## config.mk

```make
export PLATFORM = sky130hd
export DESIGN_NAME = flop_sect_seq
export DESIGN_NICKNAME = d
export VERILOG_FILES = /design/src/rtl/fss_pkg.sv /design/src/rtl/fss_addr_check.sv /design/src/rtl/fss_seek_timer.sv /design/src/rtl/fss_xfer.sv /design/src/rtl/flop_sect_seq.sv
export SDC_FILE = /design/constraint.sdc
export NUM_CORES = 1
export LEC_CHECK = 0
export ABC_CLOCK_PERIOD_IN_PS = 5150
export BUFFER_PORTS_ARGS = -buffer_cell sky130_fd_sc_hd__clkbuf_2
export CORE_MARGIN = 3
export CORE_UTILIZATION = 51
export DETAILED_ROUTE_END_ITERATION = 7
export PLACE_DENSITY = 0.82
export SLEW_MARGIN = 20
export SYNTH_ARGS = -nofsm -noshare
export SYNTH_HDL_FRONTEND = slang
export SYNTH_SLANG_ARGS = --single-unit
```

## constraint.sdc

```tcl
create_clock -name clk -period 5.15 [get_ports clk]
set_input_delay 0.7725 -clock clk [delete_from_list [all_inputs] [get_ports clk]]
set_output_delay 0.7725 -clock clk [all_outputs]
set_load 0.01 [all_outputs]
```

## src/rtl/fss_pkg.sv

```systemverilog
package fss_pkg;
  localparam int TRACKS = 77;
  localparam int SECTORS = 26;
  localparam int BYTES = 128;
  localparam int DRIVES = 2;
  localparam int DRV_W = (DRIVES > 1) ? $clog2(DRIVES) : 1;
  localparam int IDX_W = $clog2(BYTES);
  localparam int ADDR_W = $clog2(TRACKS * SECTORS * BYTES);

  typedef enum logic [1:0] {
    OP_READ  = 2'd0,
    OP_WRITE = 2'd1,
    OP_WRDEL = 2'd2,
    OP_NONE  = 2'd3
  } op_e;

  // completion codes (octal)
  localparam logic [7:0] EC_NONE    = 8'o000;
  localparam logic [7:0] EC_INIT0   = 8'o010;
  localparam logic [7:0] EC_INIT1   = 8'o020;
  localparam logic [7:0] EC_TRACK   = 8'o040;
  localparam logic [7:0] EC_SECTOR  = 8'o070;
  localparam logic [7:0] EC_WPROT   = 8'o100;
  localparam logic [7:0] EC_NOMEDIA = 8'o110;

  // status flags (octal)
  localparam logic [7:0] ST_CRC  = 8'o001;
  localparam logic [7:0] ST_PAR  = 8'o002;
  localparam logic [7:0] ST_INIT = 8'o004;
  localparam logic [7:0] ST_WLK  = 8'o010;
  localparam logic [7:0] ST_DEL  = 8'o100;
  localparam logic [7:0] ST_RDY  = 8'o200;

  // first byte of a sector in the linear image of one drive
  function automatic logic [ADDR_W-1:0] sector_base(input logic [7:0] trk,
                                                    input logic [6:0] sec);
    int lin;
    lin = (int'(trk) * SECTORS + int'(sec) - 1) * BYTES;
    return ADDR_W'(lin);
  endfunction

  // head travel in tracks
  function automatic logic [7:0] track_gap(input logic [7:0] a, input logic [7:0] b);
    return (a > b) ? (a - b) : (b - a);
  endfunction
endpackage

```

## src/rtl/fss_addr_check.sv

```systemverilog
module fss_addr_check
  import fss_pkg::*;
(
  input  logic       present,
  input  logic       wprot,
  input  logic       is_write,
  input  logic [7:0] trk,
  input  logic [6:0] sec,
  output logic [7:0] code,
  output logic       trk_ok
);
  logic trk_bad, sec_bad;

  assign trk_bad = (trk >= 8'(TRACKS));
  assign sec_bad = (sec == 7'd0) || (sec > 7'(SECTORS));
  assign trk_ok  = present && !trk_bad;

  // fixed priority: medium, track, sector, protection
  always_comb begin
    if (!present)               code = EC_NOMEDIA;
    else if (trk_bad)           code = EC_TRACK;
    else if (sec_bad)           code = EC_SECTOR;
    else if (is_write && wprot) code = EC_WPROT;
    else                        code = EC_NONE;
  end
endmodule

```

## src/rtl/fss_seek_timer.sv

```systemverilog
module fss_seek_timer #(
  parameter int SEEK_CYC = 4
) (
  input  logic       clk,
  input  logic       rst_n,
  input  logic       load,
  input  logic [7:0] gap,
  output logic       expired
);
  localparam int W = $clog2(SEEK_CYC * 256 + 1);

  logic [W-1:0] cnt_q;

  always_ff @(posedge clk or negedge rst_n) begin
    if (!rst_n)             cnt_q <= '0;
    else if (load)          cnt_q <= W'(SEEK_CYC) * W'(gap);
    else if (cnt_q != '0)   cnt_q <= cnt_q - 1'b1;
  end

  assign expired = (cnt_q == '0);


  countdown_chk: assert property (@(posedge clk) disable iff (!rst_n)
    (cnt_q != '0 && !load) |=> (cnt_q == $past(cnt_q) - 1'b1));
endmodule

```

## src/rtl/fss_xfer.sv

```systemverilog
module fss_xfer
  import fss_pkg::*;
(
  input  logic              clk,
  input  logic              rst_n,
  input  logic              start,
  input  logic              kill,
  input  logic              to_buf,
  input  logic [ADDR_W-1:0] base,
  output logic              mem_en,
  output logic              mem_we,
  output logic [ADDR_W-1:0] mem_addr,
  output logic [7:0]        mem_wdata,
  input  logic [7:0]        mem_rdata,
  output logic              buf_en,
  output logic              buf_we,
  output logic [IDX_W-1:0]  buf_idx,
  output logic [7:0]        buf_wdata,
  input  logic [7:0]        buf_rdata,
  output logic              done
);
  localparam logic [IDX_W-1:0] LAST = IDX_W'(BYTES - 1);

  logic             active_q, s2_vld_q;
  logic [IDX_W-1:0] cnt_q, s2_idx_q;
  logic [IDX_W:0]   beats_q;

  // stage 1 issues the source read, stage 2 writes the sink one cycle later
  always_ff @(posedge clk or negedge rst_n) begin
    if (!rst_n) begin
      active_q <= 1'b0;
      s2_vld_q <= 1'b0;
      cnt_q    <= '0;
      s2_idx_q <= '0;
    end else if (kill) begin
      active_q <= 1'b0;
      s2_vld_q <= 1'b0;
    end else begin
      s2_vld_q <= active_q;
      s2_idx_q <= cnt_q;
      if (start) begin
        active_q <= 1'b1;
        cnt_q    <= '0;
      end else if (active_q) begin
        cnt_q <= cnt_q + 1'b1;
        if (cnt_q == LAST) active_q <= 1'b0;
      end
    end
  end

  always_ff @(posedge clk or negedge rst_n) begin
    if (!rst_n)             beats_q <= '0;
    else if (start || kill) beats_q <= '0;
    else if (s2_vld_q)      beats_q <= beats_q + 1'b1;
  end

  assign done = s2_vld_q && (s2_idx_q == LAST);

  always_comb begin
    if (to_buf) begin
      mem_en    = active_q;
      mem_we    = 1'b0;
      mem_addr  = base + ADDR_W'(cnt_q);
      mem_wdata = 8'h00;
      buf_en    = s2_vld_q;
      buf_we    = s2_vld_q;
      buf_idx   = s2_idx_q;
      buf_wdata = mem_rdata;
    end else begin
      buf_en    = active_q;
      buf_we    = 1'b0;
      buf_idx   = cnt_q;
      buf_wdata = 8'h00;
      mem_en    = s2_vld_q;
      mem_we    = s2_vld_q;
      mem_addr  = base + ADDR_W'(s2_idx_q);
      mem_wdata = buf_rdata;
    end
  end


  beat_count_chk: assert property (@(posedge clk) disable iff (!rst_n)
    done |-> (beats_q == (IDX_W+1)'(BYTES - 1)));

  no_overlap_chk: assert property (@(posedge clk) disable iff (!rst_n)
    start |-> !active_q && !s2_vld_q);
endmodule

```

## src/rtl/flop_sect_seq.sv

```systemverilog
module flop_sect_seq
  import fss_pkg::*;
#(
  parameter int SEEK_CYC = 4
) (
  input  logic              clk,
  input  logic              rst_n,
  input  logic              init_req,
  input  logic              cmd_valid,
  input  logic [1:0]        cmd_func,
  input  logic [DRV_W-1:0]  cmd_drive,
  input  logic [7:0]        cmd_track,
  input  logic [6:0]        cmd_sector,
  input  logic [DRIVES-1:0] drv_present,
  input  logic [DRIVES-1:0] drv_wprot,
  output logic              mem_en,
  output logic              mem_we,
  output logic [DRV_W-1:0]  mem_drive,
  output logic [ADDR_W-1:0] mem_addr,
  output logic [7:0]        mem_wdata,
  input  logic [7:0]        mem_rdata,
  output logic              buf_en,
  output logic              buf_we,
  output logic [IDX_W-1:0]  buf_idx,
  output logic [7:0]        buf_wdata,
  input  logic [7:0]        buf_rdata,
  output logic              busy,
  output logic              done,
  output logic              fail,
  output logic [7:0]        status,
  output logic [7:0]        err_code
);
  typedef enum logic [1:0] {S_IDLE, S_SEEK, S_XFER} st_e;

  st_e              st_q;
  op_e              op_q;
  logic [DRV_W-1:0] drv_q;
  logic [7:0]       trk_q;
  logic [6:0]       sec_q;
  logic             init_q;
  logic [7:0]       head_q [DRIVES];
  logic [7:0]       status_q, err_q;
  logic             fail_q, done_q;

  // named internal events
  op_e        cmd_op;
  logic       start_init, start_cmd, seek_load, seek_expired, seek_done;
  logic       xfer_start, xfer_done, finish, chk_trk_ok, fin_fail;
  logic [7:0] seek_gap, chk_code, fin_code, fin_flags;
  logic [ADDR_W-1:0] base;

  assign cmd_op     = op_e'(cmd_func);
  assign start_init = init_req;
  assign start_cmd  = !init_req && cmd_valid && (st_q == S_IDLE) && (cmd_op != OP_NONE);
  assign seek_load  = start_init || start_cmd;
  assign seek_gap   = start_init ? track_gap(head_q[0], 8'd1)
                                 : track_gap(head_q[cmd_drive], cmd_track);

  fss_seek_timer #(.SEEK_CYC(SEEK_CYC)) u_seek (
    .clk     (clk),
    .rst_n   (rst_n),
    .load    (seek_load),
    .gap     (seek_gap),
    .expired (seek_expired)
  );

  assign seek_done = !init_req && (st_q == S_SEEK) && seek_expired;

  fss_addr_check u_chk (
    .present  (drv_present[drv_q]),
    .wprot    (drv_wprot[drv_q]),
    .is_write (op_q != OP_READ),
    .trk      (trk_q),
    .sec      (sec_q),
    .code     (chk_code),
    .trk_ok   (chk_trk_ok)
  );

  assign xfer_start = seek_done && (init_q ? drv_present[0] : (chk_code == EC_NONE));
  assign base       = sector_base(trk_q, sec_q);

  fss_xfer u_xfer (
    .clk       (clk),
    .rst_n     (rst_n),
    .start     (xfer_start),
    .kill      (init_req),
    .to_buf    (op_q == OP_READ),
    .base      (base),
    .mem_en    (mem_en),
    .mem_we    (mem_we),
    .mem_addr  (mem_addr),
    .mem_wdata (mem_wdata),
    .mem_rdata (mem_rdata),
    .buf_en    (buf_en),
    .buf_we    (buf_we),
    .buf_idx   (buf_idx),
    .buf_wdata (buf_wdata),
    .buf_rdata (buf_rdata),
    .done      (xfer_done)
  );

  // completion decode
  always_comb begin
    finish    = 1'b0;
    fin_fail  = 1'b0;
    fin_code  = EC_NONE;
    fin_flags = 8'h00;
    if (seek_done && !xfer_start) begin
      finish   = 1'b1;
      fin_fail = 1'b1;
      if (init_q) begin
        fin_code  = EC_INIT0;
        fin_flags = ST_INIT;
      end else begin
        fin_code  = chk_code;
        fin_flags = (chk_code == EC_WPROT) ? ST_WLK : 8'h00;
      end
    end else if (!init_req && (st_q == S_XFER) && xfer_done) begin
      finish = 1'b1;
      if (init_q) begin
        fin_flags = ST_INIT;
        fin_code  = drv_present[DRIVES-1] ? EC_NONE : EC_INIT1;
      end else begin
        fin_flags = (op_q == OP_WRDEL) ? ST_DEL : 8'h00;
      end
    end
  end

  always_ff @(posedge clk or negedge rst_n) begin
    if (!rst_n) begin
      st_q     <= S_IDLE;
      op_q     <= OP_READ;
      drv_q    <= '0;
      trk_q    <= '0;
      sec_q    <= '0;
      init_q   <= 1'b0;
      status_q <= '0;
      err_q    <= '0;
      fail_q   <= 1'b0;
      done_q   <= 1'b0;
      for (int d = 0; d < DRIVES; d++) head_q[d] <= '0;
    end else begin
      done_q <= finish;
      if (start_init) begin
        st_q     <= S_SEEK;
        init_q   <= 1'b1;
        op_q     <= OP_READ;
        drv_q    <= '0;
        trk_q    <= 8'd1;
        sec_q    <= 7'd1;
        status_q <= '0;
        err_q    <= '0;
        fail_q   <= 1'b0;
      end else if (start_cmd) begin
        st_q     <= S_SEEK;
        init_q   <= 1'b0;
        op_q     <= cmd_op;
        drv_q    <= cmd_drive;
        trk_q    <= cmd_track;
        sec_q    <= cmd_sector;
        status_q <= status_q & ST_INIT;
      end else begin
        if (seek_done) begin
          if (init_q) begin
            for (int d = 0; d < DRIVES; d++) head_q[d] <= (d == 0) ? 8'd1 : 8'd0;
          end else if (chk_trk_ok) begin
            head_q[drv_q] <= trk_q;
          end
          if (xfer_start) st_q <= S_XFER;
        end
        if (finish) begin
          st_q     <= S_IDLE;
          status_q <= ((status_q | fin_flags) & ~ST_RDY) |
                      (drv_present[drv_q] ? ST_RDY : 8'h00);
          err_q    <= fin_code;
          fail_q   <= fin_fail;
        end
      end
    end
  end

  assign mem_drive = drv_q;
  assign busy      = (st_q != S_IDLE);
  assign done      = done_q;
  assign fail      = fail_q;
  assign status    = status_q;
  assign err_code  = err_q;


  done_pulse_chk: assert property (@(posedge clk) disable iff (!rst_n)
    done |=> !done);

  busy_ignore_chk: assert property (@(posedge clk) disable iff (!rst_n)
    (busy && cmd_valid && !init_req) |=> $stable(trk_q) && $stable(drv_q) && $stable(sec_q));

  wlk_flag_chk: assert property (@(posedge clk) disable iff (!rst_n)
    (done && err_code == EC_WPROT) |-> status[3]);

  mem_range_chk: assert property (@(posedge clk) disable iff (!rst_n)
    mem_en |-> (int'(mem_addr) < TRACKS * SECTORS * BYTES));

  mem_gate_chk: assert property (@(posedge clk) disable iff (!rst_n)
    (mem_en || buf_en) |-> (st_q == S_XFER));

  ready_chk: assert property (@(posedge clk) disable iff (!rst_n)
    finish |=> (status[7] == $past(drv_present[drv_q])));

  head_hold_chk: assert property (@(posedge clk) disable iff (!rst_n)
    !seek_done |=> $stable(head_q[0]));
endmodule

```

==> flow_summary.ini <==
[clock_network]
ctsResizeCount = 0
post_cts_buffers = 0
h-tree-depth = 3
clk_latency_ns = 0.33
cts-root-to-sink-buffers = 2
clockRootBuffer = clkbuf_16
cts.sinks = 74
numCtsBuffers = 9
cts_hold_buf = 0
cts_tree = built
path_clk_slew_ns = 0.06

[worst_setup_path]
worst-path-max-fanout = 6
worstSetupPathType = reg -> out
arrival_ns = 3.92
required_ns = 4.38
cp-start-kind = flip-flop
worst_setup_path_end_kind = output pin

[power]
vdd.ir_drop.worst_mv = 0.134
combPwrFrac = 0.132
leakage_nw = 3.46
clock_power_share = 0.418
p_int_w = 0.000993
pwr-share-seq = 0.450
sw_frac_of_total = 0.265
power_density_mw_per_mm2 = 201
net-switching-power_w = 0.000359

[synth]
synth_flop_cell = dfrtp_1
avgSynthCellArea_um2 = 8.71
async_flop_share = 1.00
netlist_area_mm2 = 0.00590
synth_commonest_cells = nand2_1 (93), dfrtp_1 (74), inv_1 (66), ha_1 (55), nor2_1 (51)
synth_top_cell_area_share = 0.314
postSynthCellCount = 678
seq_area_frac_synth = 0.314
yosys-top-cells-area = dfrtp_1 (31%), ha_1 (12%), nand2_1 (5.9%)
yosysMostFrequentCell = nand2_1
yosysTopAreaCell = dfrtp_1
synth_seq_cells = 74
yosysUniqueCellTypes = 65
yosysWarnings = 0
synth_edf_count = 0

[final_layout]
num_antenna_cells = 0
num-nets-final = 870
area_delta_synth_final_pct = 14.1
fin_cells = 910
fillers = 936
drive_gt1_frac = 0.209

[global_route]
grt_max_degree = 75
grt_pass1_vias = 5277
grt_pass1_wl_um = 24200
antenna_found_initial = 0
track_usage = 0.228
grt-ovfl-total = 0

[floorplan]
die-area_mm2 = 0.0129
ios = 107
core_area_mm2 = 0.0111
start_util = 0.533
die_h_um = 114
rows = 38
die_w_um = 114

[drt]
drtAntennaViolNets = 0
drt-total-wl_um = 14300
drtIter0Drc = 377
drc = 0
wl_per_cell_um = 15.8
met2WireLength_um = 7010
via_count = 5199
viasPerCell = 5.71
met1Wirelength_um = 5990
wl_met3_um = 1100
maxUsedRoutingLayer = met4
drt_first_pass_iters = 5

[timing]
timing.final.crit_period_ns = 4.69
max_freq_mhz = 213
drv_slew = 0
worst_pin_slew_ns = 0.931
rsz0062_at_grt = false
period_share = 0.912
hold_viol = 0
setup_viol = 0
setup_tns_ns = 0
fin_skew_ns = 0.0101
slew_headroom = 0.379

[placement]
dp_hpwl_um = 10900
numPlacedInstances = 894
gp_congestion = 0.900
port_buffers = 98

[run]
cap_violations = 0

[outcome]
outcome = complete, no violations

[worst_hold_path]
min_path_type = reg -> reg
## cell type report
class | count | area, µm² | area share
multi-input cells | 512 | 3670 | 0.544
repair buffers | 102 | 523 | 0.0777
clock buffers | 9 | 225 | 0.0334
clock inverters | 7 | 46.3 | 0.00687
flip-flops and latches | 74 | 1850 | 0.275
well taps | 140 | 175 | 0.0260
inverters | 66 | 248 | 0.0368
## path summary, 6_finish.rpt
check | slack [ns] | cells after the start | end | from
worst min register to register | 0.50 | 1 | err_code[4] | err_code[4]
worst min-delay path | 0.50 | 1 | err_code[4] | err_code[4]
max in group asynchronous | 3.97 | 1 | u_xfer.cnt_q[5] | rst_n
min in group asynchronous | 0.58 | 1 | trk_q[6] | rst_n
worst max register to register | 2.05 | 11 | u_seek.cnt_q[6] | head_q[8]
worst max-delay path | 0.46 | 14 | mem_addr[17] | trk_q[1]
## state kept, by name, summed over array words and instances, names as in the netlist, 2 cells and up
register,cells
status,4
head_q,16
trk_q,8
u_xfer.cnt_q,7
u_seek.cnt_q,11
op_q,2
u_xfer.s2_idx_q,7
err_code,4
st_q,2
sec_q,7
## power groups by stage
stage / clock network (W) / registers (W) / logic (W)
after floorplan: 0 / 0.000615 / 0.000119
after CTS: 0.000574 / 0.000608 / 0.000178
after global routing: 0.000597 / 0.000610 / 0.000198
final: 0.000565 / 0.000608 / 0.000178
after global placement: 0 / 0.000617 / 0.000169
after detailed placement: 0 / 0.000619 / 0.000176
## layer usage
| layer | up-vias | global-route usage |
|---|---|---|
| met1 | 2466 | 0.296 |
| li1 | 2478 | - |
| met2 | 225 | 0.394 |
| met4 | 0 | 0.0585 |
| met5 | - | 0 |
| met3 | 30 | 0.0403 |
## stage by stage
| step | hold slack, ns | worst slack (ns) | total power (W) | utilization | instance area, µm² |
|---|---|---|---|---|---|
| final | 0.502 | 0.455 | 0.00135 | 0.608 | 6740 |
| after global routing | 0.512 | 0.264 | 0.00141 | 0.608 | 6740 |
| after global placement | 0.468 | 0.944 | 0.000786 | 0.583 | 6460 |
| after floorplan | 0.452 | 1.13 | 0.000735 | - | 5930 |
| after CTS | 0.500 | 0.479 | 0.00136 | 0.608 | 6740 |
| after detailed placement | 0.479 | 0.835 | 0.000795 | 0.583 | 6460 |
## worst max-delay path, cell delays in order (launching register included)
cell,delay [ns]
dfrtp_1,0.44
ha_1,0.35
fa_1,0.56
inv_1,0.07
fa_1,0.46
xor2_1,0.16
ha_1,0.27
inv_1,0.04
ha_1,0.32
nor3_1,0.21
nor2_1,0.06
o41a_1,0.14
a31oi_1,0.22
xnor2_1,0.14
clkbuf_2,0.15
## logic make-up (layout without fill, tap and decap cells)
| family | count (synthesis) | after routing | share of synthesized area |
|---|---|---|---|
| AO/OA/AOI/OAI | 132 | 132 | 0.148 |
| XOR/XNOR | 34 | 34 | 0.0528 |
| adder cells (fa/ha/maj) | 63 | 63 | 0.144 |
| buffers and inverters | 99 | 184 | 0.0704 |
| flip-flops | 74 | 74 | 0.314 |
| multiplexers | 38 | 38 | 0.0697 |
| other | 1 | 8 | 0.000635 |
| AND/OR/NAND/NOR | 237 | 237 | 0.201 |
## layout by cell type (no fill, tap or decap), drive strengths merged, types with 4 or more instances in the layout
master | Yosys | routed
o211ai | 6 | 6
xnor2 | 18 | 18
mux2 | 25 | 25
and2 | 12 | 12
nor4 | 4 | 4
conb | 1 | 8
a31oi | 6 | 6
a21o | 12 | 12
and3 | 4 | 4
a21oi | 47 | 47
nor2 | 52 | 52
or3 | 7 | 7
mux2i | 13 | 13
o311ai | 4 | 4
nand3 | 6 | 6
or4 | 4 | 4
nand2 | 93 | 93
ha | 55 | 55
o21ai | 21 | 21
dfrtp | 74 | 74
a211oi | 4 | 4
nor3 | 11 | 11
nand2b | 5 | 5
o21a | 8 | 8
fa | 8 | 8
a211o | 4 | 4
clkinv | 0 | 7
clkbuf | 15 | 106
nor2b | 19 | 19
buf | 18 | 5
inv | 66 | 66
xor2 | 15 | 15
nand4 | 6 | 6
(Power assumes the default switching activity.)
